==> config.mk <==
export PLATFORM = sky130hd
export DESIGN_NAME = logic_capture_fe
export DESIGN_NICKNAME = d
export VERILOG_FILES = /design/src/rtl/lc_pkg.sv /design/src/rtl/lc_rate_div.sv /design/src/rtl/lc_group_sel.sv /design/src/rtl/lc_burst_buf.sv /design/src/rtl/logic_capture_fe.sv
export SDC_FILE = /design/constraint.sdc
export NUM_CORES = 1
export LEC_CHECK = 0
export BUFFER_PORTS_ARGS = -buffer_cell sky130_fd_sc_hd__buf_4
export CORE_ASPECT_RATIO = 0.7
export CORE_MARGIN = 5
export CORE_UTILIZATION = 60
export CTS_CLUSTER_SIZE = 8
export DETAILED_ROUTE_END_ITERATION = 8
export PLACE_DENSITY_LB_ADDON = 0.25
export SETUP_SLACK_MARGIN = 0.5
export SLEW_MARGIN = 30
export SYNTH_ARGS = -nofsm -noshare
export SYNTH_HDL_FRONTEND = slang
export SYNTH_HIERARCHICAL = 1
export SYNTH_SLANG_ARGS = --single-unit
==> constraint.sdc <==
create_clock -name clk -period 8.25 [get_ports clk]
set_input_delay 1.2375 -clock clk [delete_from_list [all_inputs] [get_ports clk]]
set_output_delay 1.2375 -clock clk [all_outputs]
set_load 0.005 [all_outputs]
==> src/rtl/lc_pkg.sv <==
package lc_pkg;
  typedef enum logic [1:0] {
    ST_IDLE  = 2'd0,
    ST_CAP   = 2'd1,
    ST_DRAIN = 2'd2
  } cap_state_e;
endpackage

==> src/rtl/lc_rate_div.sv <==
module lc_rate_div #(
  parameter int DIV_W = 8
) (
  input  logic             clk,
  input  logic             rst,
  input  logic             clr,
  input  logic             en,
  input  logic [DIV_W-1:0] div,
  output logic             tick
);
  logic [DIV_W-1:0] cnt;

  assign tick = en && (cnt == div);

  always_ff @(posedge clk) begin
    if (rst || clr) cnt <= '0;
    else if (en) cnt <= (cnt == div) ? '0 : cnt + 1'b1;
  end

  // the counter never runs past the programmed limit while enabled
  p_cnt_limit_r5: assert property (@(posedge clk) disable iff (rst)
    en && $stable(div) && (cnt <= div) |=> (cnt <= div) || clr || !en);
endmodule

==> src/rtl/lc_group_sel.sv <==
module lc_group_sel #(
  parameter int GRP_W = 8,
  parameter int N_GRP = 3
) (
  input  logic                   clk,
  input  logic                   rst,
  input  logic                   clr,
  input  logic                   grab,
  input  logic                   adv,
  input  logic [N_GRP*GRP_W-1:0] probe,
  output logic [GRP_W-1:0]       hold
);
  localparam int IDX_W = (N_GRP > 1) ? $clog2(N_GRP) : 1;
  localparam logic [IDX_W-1:0] LAST = IDX_W'(N_GRP - 1);

  logic [IDX_W-1:0]       grp;
  logic [N_GRP*GRP_W-1:0] snap;

  always_ff @(posedge clk) begin
    if (rst) begin
      grp  <= '0;
      snap <= '0;
      hold <= '0;
    end else begin
      if (clr) grp <= '0;
      else if (adv) grp <= (grp == LAST) ? '0 : grp + 1'b1;
      if (grab) begin
        if (grp == '0) begin
          snap <= probe;
          hold <= probe[GRP_W-1:0];
        end else begin
          hold <= snap[grp*GRP_W +: GRP_W];
        end
      end
    end
  end

  p_grp_range_r4: assert property (@(posedge clk) disable iff (rst)
    grp <= LAST);
  // a clear always returns selection to group 0
  p_clr_group_r9: assert property (@(posedge clk) disable iff (rst)
    clr |=> grp == '0);
endmodule

==> src/rtl/lc_burst_buf.sv <==
module lc_burst_buf #(
  parameter int W     = 8,
  parameter int DEPTH = 16
) (
  input  logic                     clk,
  input  logic                     wr_en,
  input  logic [$clog2(DEPTH)-1:0] waddr,
  input  logic [W-1:0]             wdata,
  input  logic                     rd_en,
  input  logic [$clog2(DEPTH)-1:0] raddr,
  output logic [W-1:0]             rdata
);
  logic [W-1:0] mem [DEPTH];

  always_ff @(posedge clk) begin
    if (wr_en) mem[waddr] <= wdata;
  end

  always_ff @(posedge clk) begin
    if (rd_en) rdata <= mem[raddr];
  end
endmodule

==> src/rtl/logic_capture_fe.sv <==
module logic_capture_fe
  import lc_pkg::*;
#(
  parameter int GRP_W = 8,
  parameter int N_GRP = 3,
  parameter int DEPTH = 16,
  parameter int DIV_W = 8
) (
  input  logic                   clk,
  input  logic                   rst,
  input  logic                   start,
  input  logic [DIV_W-1:0]       tick_div,
  input  logic [N_GRP*GRP_W-1:0] probe_in,
  input  logic                   out_ready,
  output logic [GRP_W-1:0]       out_data,
  output logic                   out_valid,
  output logic                   busy
);
  localparam int AW = $clog2(DEPTH);
  localparam int CW = $clog2(DEPTH + 1);
  localparam logic [CW-1:0] LAST_W = CW'(DEPTH - 1);
  localparam logic [CW-1:0] FULL   = CW'(DEPTH);

  cap_state_e      state;
  logic            store_ph;
  logic [CW-1:0]   wptr;
  logic [CW-1:0]   rptr;
  logic            tick;
  logic            start_acc, grab, wr_en, rd_en;
  logic [GRP_W-1:0] hold;

  assign start_acc = start && (state == ST_IDLE);
  assign grab      = (state == ST_CAP) && tick && !store_ph;
  assign wr_en     = (state == ST_CAP) && tick && store_ph;
  assign rd_en     = (state == ST_DRAIN) && (!out_valid || out_ready) && (rptr != FULL);
  assign busy      = (state != ST_IDLE);

  lc_rate_div #(.DIV_W(DIV_W)) div_i (
    .clk(clk), .rst(rst), .clr(start_acc), .en(state == ST_CAP),
    .div(tick_div), .tick(tick)
  );

  lc_group_sel #(.GRP_W(GRP_W), .N_GRP(N_GRP)) grp_i (
    .clk(clk), .rst(rst), .clr(start_acc), .grab(grab), .adv(wr_en),
    .probe(probe_in), .hold(hold)
  );

  lc_burst_buf #(.W(GRP_W), .DEPTH(DEPTH)) buf_i (
    .clk(clk), .wr_en(wr_en), .waddr(wptr[AW-1:0]), .wdata(hold),
    .rd_en(rd_en), .raddr(rptr[AW-1:0]), .rdata(out_data)
  );

  always_ff @(posedge clk) begin
    if (rst) begin
      state     <= ST_IDLE;
      store_ph  <= 1'b0;
      wptr      <= '0;
      rptr      <= '0;
      out_valid <= 1'b0;
    end else begin
      case (state)
        ST_IDLE: begin
          if (start) begin
            state    <= ST_CAP;
            store_ph <= 1'b0;
            wptr     <= '0;
          end
        end
        ST_CAP: begin
          if (tick) begin
            store_ph <= !store_ph;
            if (store_ph) begin
              wptr <= wptr + 1'b1;
              if (wptr == LAST_W) begin
                state <= ST_DRAIN;
                rptr  <= '0;
              end
            end
          end
        end
        ST_DRAIN: begin
          if (rd_en) begin
            rptr      <= rptr + 1'b1;
            out_valid <= 1'b1;
          end else if (out_valid && out_ready) begin
            out_valid <= 1'b0;
            state     <= ST_IDLE;
          end
        end
        default: state <= ST_IDLE;
      endcase
    end
  end

  p_wptr_bound_r3: assert property (@(posedge clk) disable iff (rst)
    wptr <= FULL);
  p_start_busy_r2: assert property (@(posedge clk) disable iff (rst)
    start && !busy |=> busy);
  p_stall_hold_r6: assert property (@(posedge clk) disable iff (rst)
    out_valid && !out_ready |=> out_valid && $stable(out_data));
  p_valid_busy_r7: assert property (@(posedge clk) disable iff (rst)
    out_valid |-> busy);
  p_start_ignored_r8: assert property (@(posedge clk) disable iff (rst)
    start && (state == ST_CAP) |=> (state != ST_IDLE) && (wptr >= $past(wptr)));
  p_drain_no_restart_r8: assert property (@(posedge clk) disable iff (rst)
    start && (state == ST_DRAIN) |=> state != ST_CAP);
endmodule

==> results of run 1 <==
-- layout make-up --
cell class | count | share of cell area (%)
clock buffer | 21 | 5.769
clock inverter | 11 | 1.215
inverter | 15 | 0.6589
multi-input combinational | 276 | 26.62
sequential | 184 | 59.06
tap | 162 | 2.372
timing repair buffer | 49 | 4.305
-- power by group --
part | switching (mW) | leakage (nW) | internal [mW]
sequential | 0.00115 | 1.95 | 0.980
combinational | 0.0135 | 0.997 | 0.0158
clock | 0.343 | 0.296 | 0.464
total | 0.357 | 3.24 | 1.46
-- worst min path at each step --
| stage | startpoint | endpoint | slack [ns] |
|---|---|---|---|
| floorplan | grp_i/snap[10]$_SDFFE_PP0P_ | grp_i/snap[10]$_SDFFE_PP0P_ | 0.43 |
| global placement | grp_i/snap[10]$_SDFFE_PP0P_ | grp_i/snap[10]$_SDFFE_PP0P_ | 0.44 |
| detailed placement | grp_i/snap[9]$_SDFFE_PP0P_ | grp_i/snap[9]$_SDFFE_PP0P_ | 0.45 |
| CTS | grp_i/snap[9]$_SDFFE_PP0P_ | grp_i/snap[9]$_SDFFE_PP0P_ | 0.46 |
| global route | grp_i/snap[21]$_SDFFE_PP0P_ | grp_i/snap[21]$_SDFFE_PP0P_ | 0.47 |
| finish | grp_i/snap[13]$_SDFFE_PP0P_ | grp_i/snap[13]$_SDFFE_PP0P_ | 0.45 |
-- logic make-up (layout without fill, tap and decap cells) --
family	Yosys count	after routing	share of synthesized area, %
flops	184	184	66.75
fa+ha+maj	5	5	0.8278
mux	42	42	11.67
compound gates	64	64	5.315
xor+xnor	18	18	2.086
simple gates	147	147	10.05
buf+inv	42	96	3.295
-- worst max-delay path, cell delays in order --
cell	delay, ns
buf_4	0.11
xnor2_1	0.16
nand3_1	0.16
nor3_4	0.48
nand4b_1	0.29
inv_2	0.24
or3b_2	0.52
nor2_1	0.64
-- metal layers --
layer | GRT usage (%) | vias up | wire (microns)
li1 | - | 2003 | -
met1 | 30.58 | 2196 | 6574
met2 | 33.00 | 153 | 7352
met3 | 6.710 | 21 | 1145
met4 | 5.659 | 0 | 233
met5 | 0 | - | 0
-- registers in the layout, summed over array words and instances (netlist names) --
signal / flops
state: 2
store_ph: 1
div_i/cnt: 8
grp_i/snap: 16
wptr: 5
buf_i/rdata: 8
grp_i/hold: 8
rptr: 5
out_valid: 1
grp_i/grp: 2
buf_i/mem: 128
-- synthesized netlist by cell type (all sizes together) (8+ instances only) --
cell    number  area, sq um
a21oi       31        155.2
a22oi       16        120.1
a31oi        9        56.30
buf         18        140.1
dfxtp       48        960.9
edfxtp     136         4084
inv         15        56.31
mux4        32        773.2
nand2       60        232.7
nand3        9        45.04
nor2        20        75.07
nor2b        8        50.05
nor3         8        51.30
nor4         8        50.05
xnor2       10        87.58
xor2         8        70.07
==> flow_metrics.py, run 1 <==
metrics = {
    "run_status": {
        "outcome": "complete, no violations",
    },
    "timing": {
        "setup_viol": 0,
        "finalSetupTns_ns": 0,
        "hold-worst-slack_ns": 0.4541,
        "fmax_mhz": 263.7,
        "relSlewSlack_pct": 38.19,
        "rsz0062_at_grt": "no",
        "finalClockSkew_ns": 0.009813,
        "worst_pin_slew_ns": 0.9272,
        "fin_crit_ns": 3.792,
        "finalCritPeriodShare_pct": 45.97,
        "hold_viol": 0,
        "setup_ws_ns": 4.458,
        "drv_slew": 0,
    },
    "critical_path": {
        "r2r_end": "buf_i/mem[3][6]$_DFFE_PP_",
        "critPathLaunchType": "input port",
        "critPathKind": "in -> reg",
        "startpoint": "tick_div[6]",
        "reg2reg_from": "state[0]$_SDFFE_PP0P_",
        "crit_required_ns": 8.30,
        "reg2reg_slack_ns": 4.54,
        "critPathMaxFanout": 12,
        "endpoint": "buf_i/mem[3][6]$_DFFE_PP_",
        "rr_worst_depth": 7,
        "endpoint_kind": "flop",
        "worstPathArrival_ns": 3.84,
    },
    "layout": {
        "regArea_sq_um": 5047,
        "final_nets": 584,
        "finalNonFillerCells": 718,
        "final_layout_size_suffix_gt1_share_pct": 20.14,
        "insertedDiodeCount": 0,
        "fin_util_pct": 69.03,
        "syn2layout_area_growth_pct": 13.08,
        "final_cell_area_sq_um": 8546,
        "final_cell_mix": "136 x edfxtp_1, 57 x nand2_1, 49 x buf_4",
        "final_common_cell": "edfxtp_1",
        "multi_input_area_sq_um": 2275,
        "fillers": 817,
    },
    "power_and_ir_drop": {
        "p_per_area_nw_per_um2": 212.7,
        "p_total_mw": 1.817,
        "peakVddDrop_v": 0.0001677,
        "leakage_nw": 3.244,
    },
    "logic_synthesis": {
        "syn_avg_cell_area_sq_um": 15.05,
        "synth-main-ff-cell": "edfxtp_1",
        "synth_edf_count": 136,
        "yosysWarningCount": 6,
        "synth_seq_cells": 184,
        "synth_area_sq_um": 7557,
        "synth_cells": 502,
        "ys_types": 53,
        "synthesis.nets": 543,
        "ys_async_sr_fraction_pct": 0,
        "seq_area_frac_synth_pct": 66.75,
    },
    "cts": {
        "clockBufferDepth": 2,
        "cts_buffers": 17,
        "path_clk_slew_ns": 0.06,
        "cts_setup_buffers": 0,
        "clkSinkCount": 184,
        "clk_latency_ns": 0.43,
        "holdBufCountCts": 0,
        "cts_root_buffer": "clkbuf_16",
        "postCtsResizedCells": 0,
        "h-tree-depth": 4,
        "cts_tree": "yes",
    },
    "detailed_routing": {
        "drc_errors": 0,
        "ant_nets": 0,
        "wire_per_inst_microns": 21.32,
        "wirelength_mm": 15.31,
        "dr.first_iter.drc_count": 371,
        "via_count": 4373,
        "vias_per_cell": 6.091,
        "first_pass_iters": 4,
    },
    "floorplan": {
        "fp.dieW_microns": 144.1,
        "initial_core_util_pct": 61.05,
        "row_count": 34,
        "die_y_microns": 103.9,
        "die_area_sq_um": 14980,
        "core_area_sq_um": 12380,
        "ioPinCount": 46,
    },
    "hold_path": {
        "hold_path.class": "reg -> reg",
        "hold_path_depth": 2,
    },
    "place": {
        "place_hpwl_mm": 9.786,
        "portBuffers": 45,
        "gp_congestion": 0.8207,
        "placed_cell_area_sq_um": 7938,
        "dp_slack_ns": 3.806,
        "dpl.cell_count": 686,
    },
    "global_route": {
        "grt_pass1_wl_mm": 24.06,
        "antenna_found_initial": 0,
        "grt_start_max_net_pins": 51,
        "grt_pass1_vias": 4325,
        "grt_usage_pct": 21.62,
        "grt_overflow_total": 0,
    },
    "run": {
        "cap_violations": 0,
    },
}
Power figures use the tool's default switching activity.
==> run 2, diff against run 1 <==
--- a/config.mk
+++ b/config.mk
@@ -8,7 +8,7 @@
 export BUFFER_PORTS_ARGS = -buffer_cell sky130_fd_sc_hd__buf_4
 export CORE_ASPECT_RATIO = 0.7
 export CORE_MARGIN = 5
-export CORE_UTILIZATION = 60
+export CORE_UTILIZATION = 54
 export CTS_CLUSTER_SIZE = 8
 export DETAILED_ROUTE_END_ITERATION = 8
 export PLACE_DENSITY_LB_ADDON = 0.25
==> constraint.sdc (replaced) <==
create_clock -name clk -period 3.06 [get_ports clk]
set_input_delay 0.459 -clock clk [delete_from_list [all_inputs] [get_ports clk]]
set_output_delay 0.459 -clock clk [all_outputs]
set_load 0.005 [all_outputs]
==> run 2 against run 1 <==
  * Critical path depth stayed put
  * Global-route usage is 1.1 points lower
  * Non-clock buffer count is 20 higher
  * Setup slack worse by 3.8 ns
  * Register-to-register slack worse by 3.8 ns
  * Sequential power grew to 2.7 times the previous value
  * Critical path type is now reg -> reg
==> flow_metrics.py, run 2 (same netlist as run 1, synthesis figures left out) <==
metrics = {
    "hold_path": {
        "hold_path.class": "in -> reg",
        "hold_path_depth": 3,
        "hp-start": "probe_in[11]",
        "hold_end": "grp_i/snap[11]$_SDFFE_PP0P_",
    },
    "critical_path": {
        "cp_slowest_cell": "or3b_4",
        "cpMostUsedCell": "nor3_4",
        "reg2reg_from": "div_i/cnt[5]$_SDFFE_PP0P_",
        "reg2reg_slack_ns": 0.69,
        "crit_required_ns": 3.19,
        "rr_worst_depth": 8,
        "critPathKind": "reg -> reg",
        "startpoint": "div_i/cnt[5]$_SDFFE_PP0P_",
        "max_stage_delay_ns": 0.45,
        "r2r_end": "buf_i/mem[0][2]$_DFFE_PP_",
        "endpoint_kind": "flop",
        "path_cells": "xnor2_1 > nand4_1 > nor3_4 > nand4b_1 > inv_2 > or3b_4 > nor3_4 > buf_12",
        "critPathLaunchType": "flop",
        "critPathMaxFanout": 8,
        "worstPathArrival_ns": 2.50,
    },
    "layout": {
        "reg_top3": "buf_i/mem (128), grp_i/snap (16)",
        "largest_reg_flops": 128,
        "final_layout_size_suffix_gt1_share_pct": 24.00,
        "fin_util_pct": 63.45,
        "final_common_cell": "edfxtp_1",
        "max_flop_register": "buf_i/mem",
        "insertedDiodeCount": 0,
        "final_nets": 604,
        "fillers": 1007,
        "syn2layout_area_growth_pct": 16.11,
        "final_cell_mix": "136 x edfxtp_1, 66 x buf_4, 57 x nand2_1",
    },
    "cts": {
        "cts_tree": "yes",
        "clockBufferDepth": 2,
        "holdBufCountCts": 0,
        "clkSinkCount": 184,
        "path_clk_slew_ns": 0.07,
        "clk_latency_ns": 0.41,
        "h-tree-depth": 4,
        "cts_buffers": 17,
        "cts_root_buffer": "clkbuf_16",
    },
    "power_and_ir_drop": {
        "p_total_mw": 4.820,
        "peakVddDrop_v": 0.0004608,
        "p_per_area_nw_per_um2": 549.3,
        "leakage_nw": 3.348,
    },
    "timing": {
        "worst_pin_slew_ns": 0.8017,
        "hold_viol": 0,
        "finalSetupTns_ns": 0,
        "setup_ws_ns": 0.6933,
        "fmax_mhz": 422.5,
        "fin_crit_ns": 2.367,
        "setup_viol": 0,
        "finalClockSkew_ns": 0.009356,
        "finalCritPeriodShare_pct": 77.34,
        "drv_slew": 0,
        "rsz0062_at_grt": "no",
        "relSlewSlack_pct": 46.48,
    },
    "floorplan": {
        "core_area_sq_um": 13830,
        "initial_core_util_pct": 54.65,
        "die_y_microns": 109.0,
        "ioPinCount": 46,
        "row_count": 36,
        "die_area_sq_um": 16500,
        "fp.dieW_microns": 151.4,
    },
    "global_route": {
        "grt_pass1_wl_mm": 24.72,
        "grt_usage_pct": 20.51,
        "grt_pass1_vias": 4409,
        "antenna_found_initial": 0,
        "grt_start_max_net_pins": 51,
        "grt_overflow_total": 0,
    },
    "detailed_routing": {
        "first_pass_iters": 4,
        "dr.first_iter.drc_count": 280,
        "ant_nets": 0,
        "drc_errors": 0,
        "vias_per_cell": 5.698,
        "highest_layer": "met4",
        "wl_met3_microns": 923,
        "wirelength_mm": 15.63,
        "met2_length_mm": 7.149,
        "wl_met1_mm": 7.452,
        "wire_per_inst_microns": 20.43,
        "via_count": 4359,
    },
    "place": {
        "portBuffers": 45,
        "gp_congestion": 0.7717,
        "place_hpwl_mm": 10.46,
        "dp_slack_ns": 0.3913,
    },
    "run_status": {
        "outcome": "complete, no violations",
    },
    "run": {
        "cap_violations": 0,
    },
}
## run 2: changes by cell type in the layout (fill, tap and decap cells not counted), sizes merged
cell	delta
clkinv	+3
clkbuf	-3
bufinv	+1
clkinvlp	+2
buf	+20
inv	-4
## run 2: area by class of cell
class                           count  area, sq um  share of cell area [%]
Tap cell                          190        237.7                   2.709
Sequential cell                   184         5051                   57.56
Clock inverter                     13        128.9                   1.469
Inverter                           15        56.30                  0.6417
Clock buffer                       18        429.2                   4.891
Multi-Input combinational cell    276         2325                   26.49
Timing Repair Buffer               69        546.8                   6.231
## run 2: worst max-delay path by stage
stage	to	cells past startpoint
2_1_floorplan	buf_i/mem[0][0]$_DFFE_PP_	7
3_3_place_gp	buf_i/mem[3][0]$_DFFE_PP_	8
3_5_place_dp	buf_i/mem[0][4]$_DFFE_PP_	8
4_1_cts	buf_i/mem[3][3]$_DFFE_PP_	7
5_1_grt	buf_i/mem[0][0]$_DFFE_PP_	8
6_report	buf_i/mem[0][2]$_DFFE_PP_	8
## run 2: critical path, delay by kind of cell, from the launching register on
| family | cells | cell delay (ns) |
|---|---|---|
| DFF | 1 | 0.34 |
| xor gates and xnor gates | 1 | 0.16 |
| and+or+nand+nor | 5 | 1.33 |
| buffers and inverters | 2 | 0.25 |
## run 2: layer usage
layer	track usage, %	vias to the layer above
met1	30.75	2181
met2	30.55	129
li1	-	2041
met3	5.442	8
met4	4.269	0
met5	0	-
## run 2: where the power goes
part	switching [mW]	internal, mW	total [mW]
clock	0.895	1.19	2.09
combinational	0.0382	0.0465	0.0846
sequential	0.00282	2.64	2.65
## run 2: per-stage QoR
step	hold slack [ns]	cells	instance area (sq um)
floorplan	0.4339	502	7606
global placement	0.4421	730	8149
detailed placement	0.4485	730	8149
CTS	0.2682	761	8707
global route	0.2707	765	8775
finish	0.2855	765	8775
## run 2: what timing repair did
action | CTS | global route
endpoints found under the setup margin | 7 | 145
setup buffers | 0 | 4
gates resized for setup | 0 | 9
pin swaps | 1 | 3
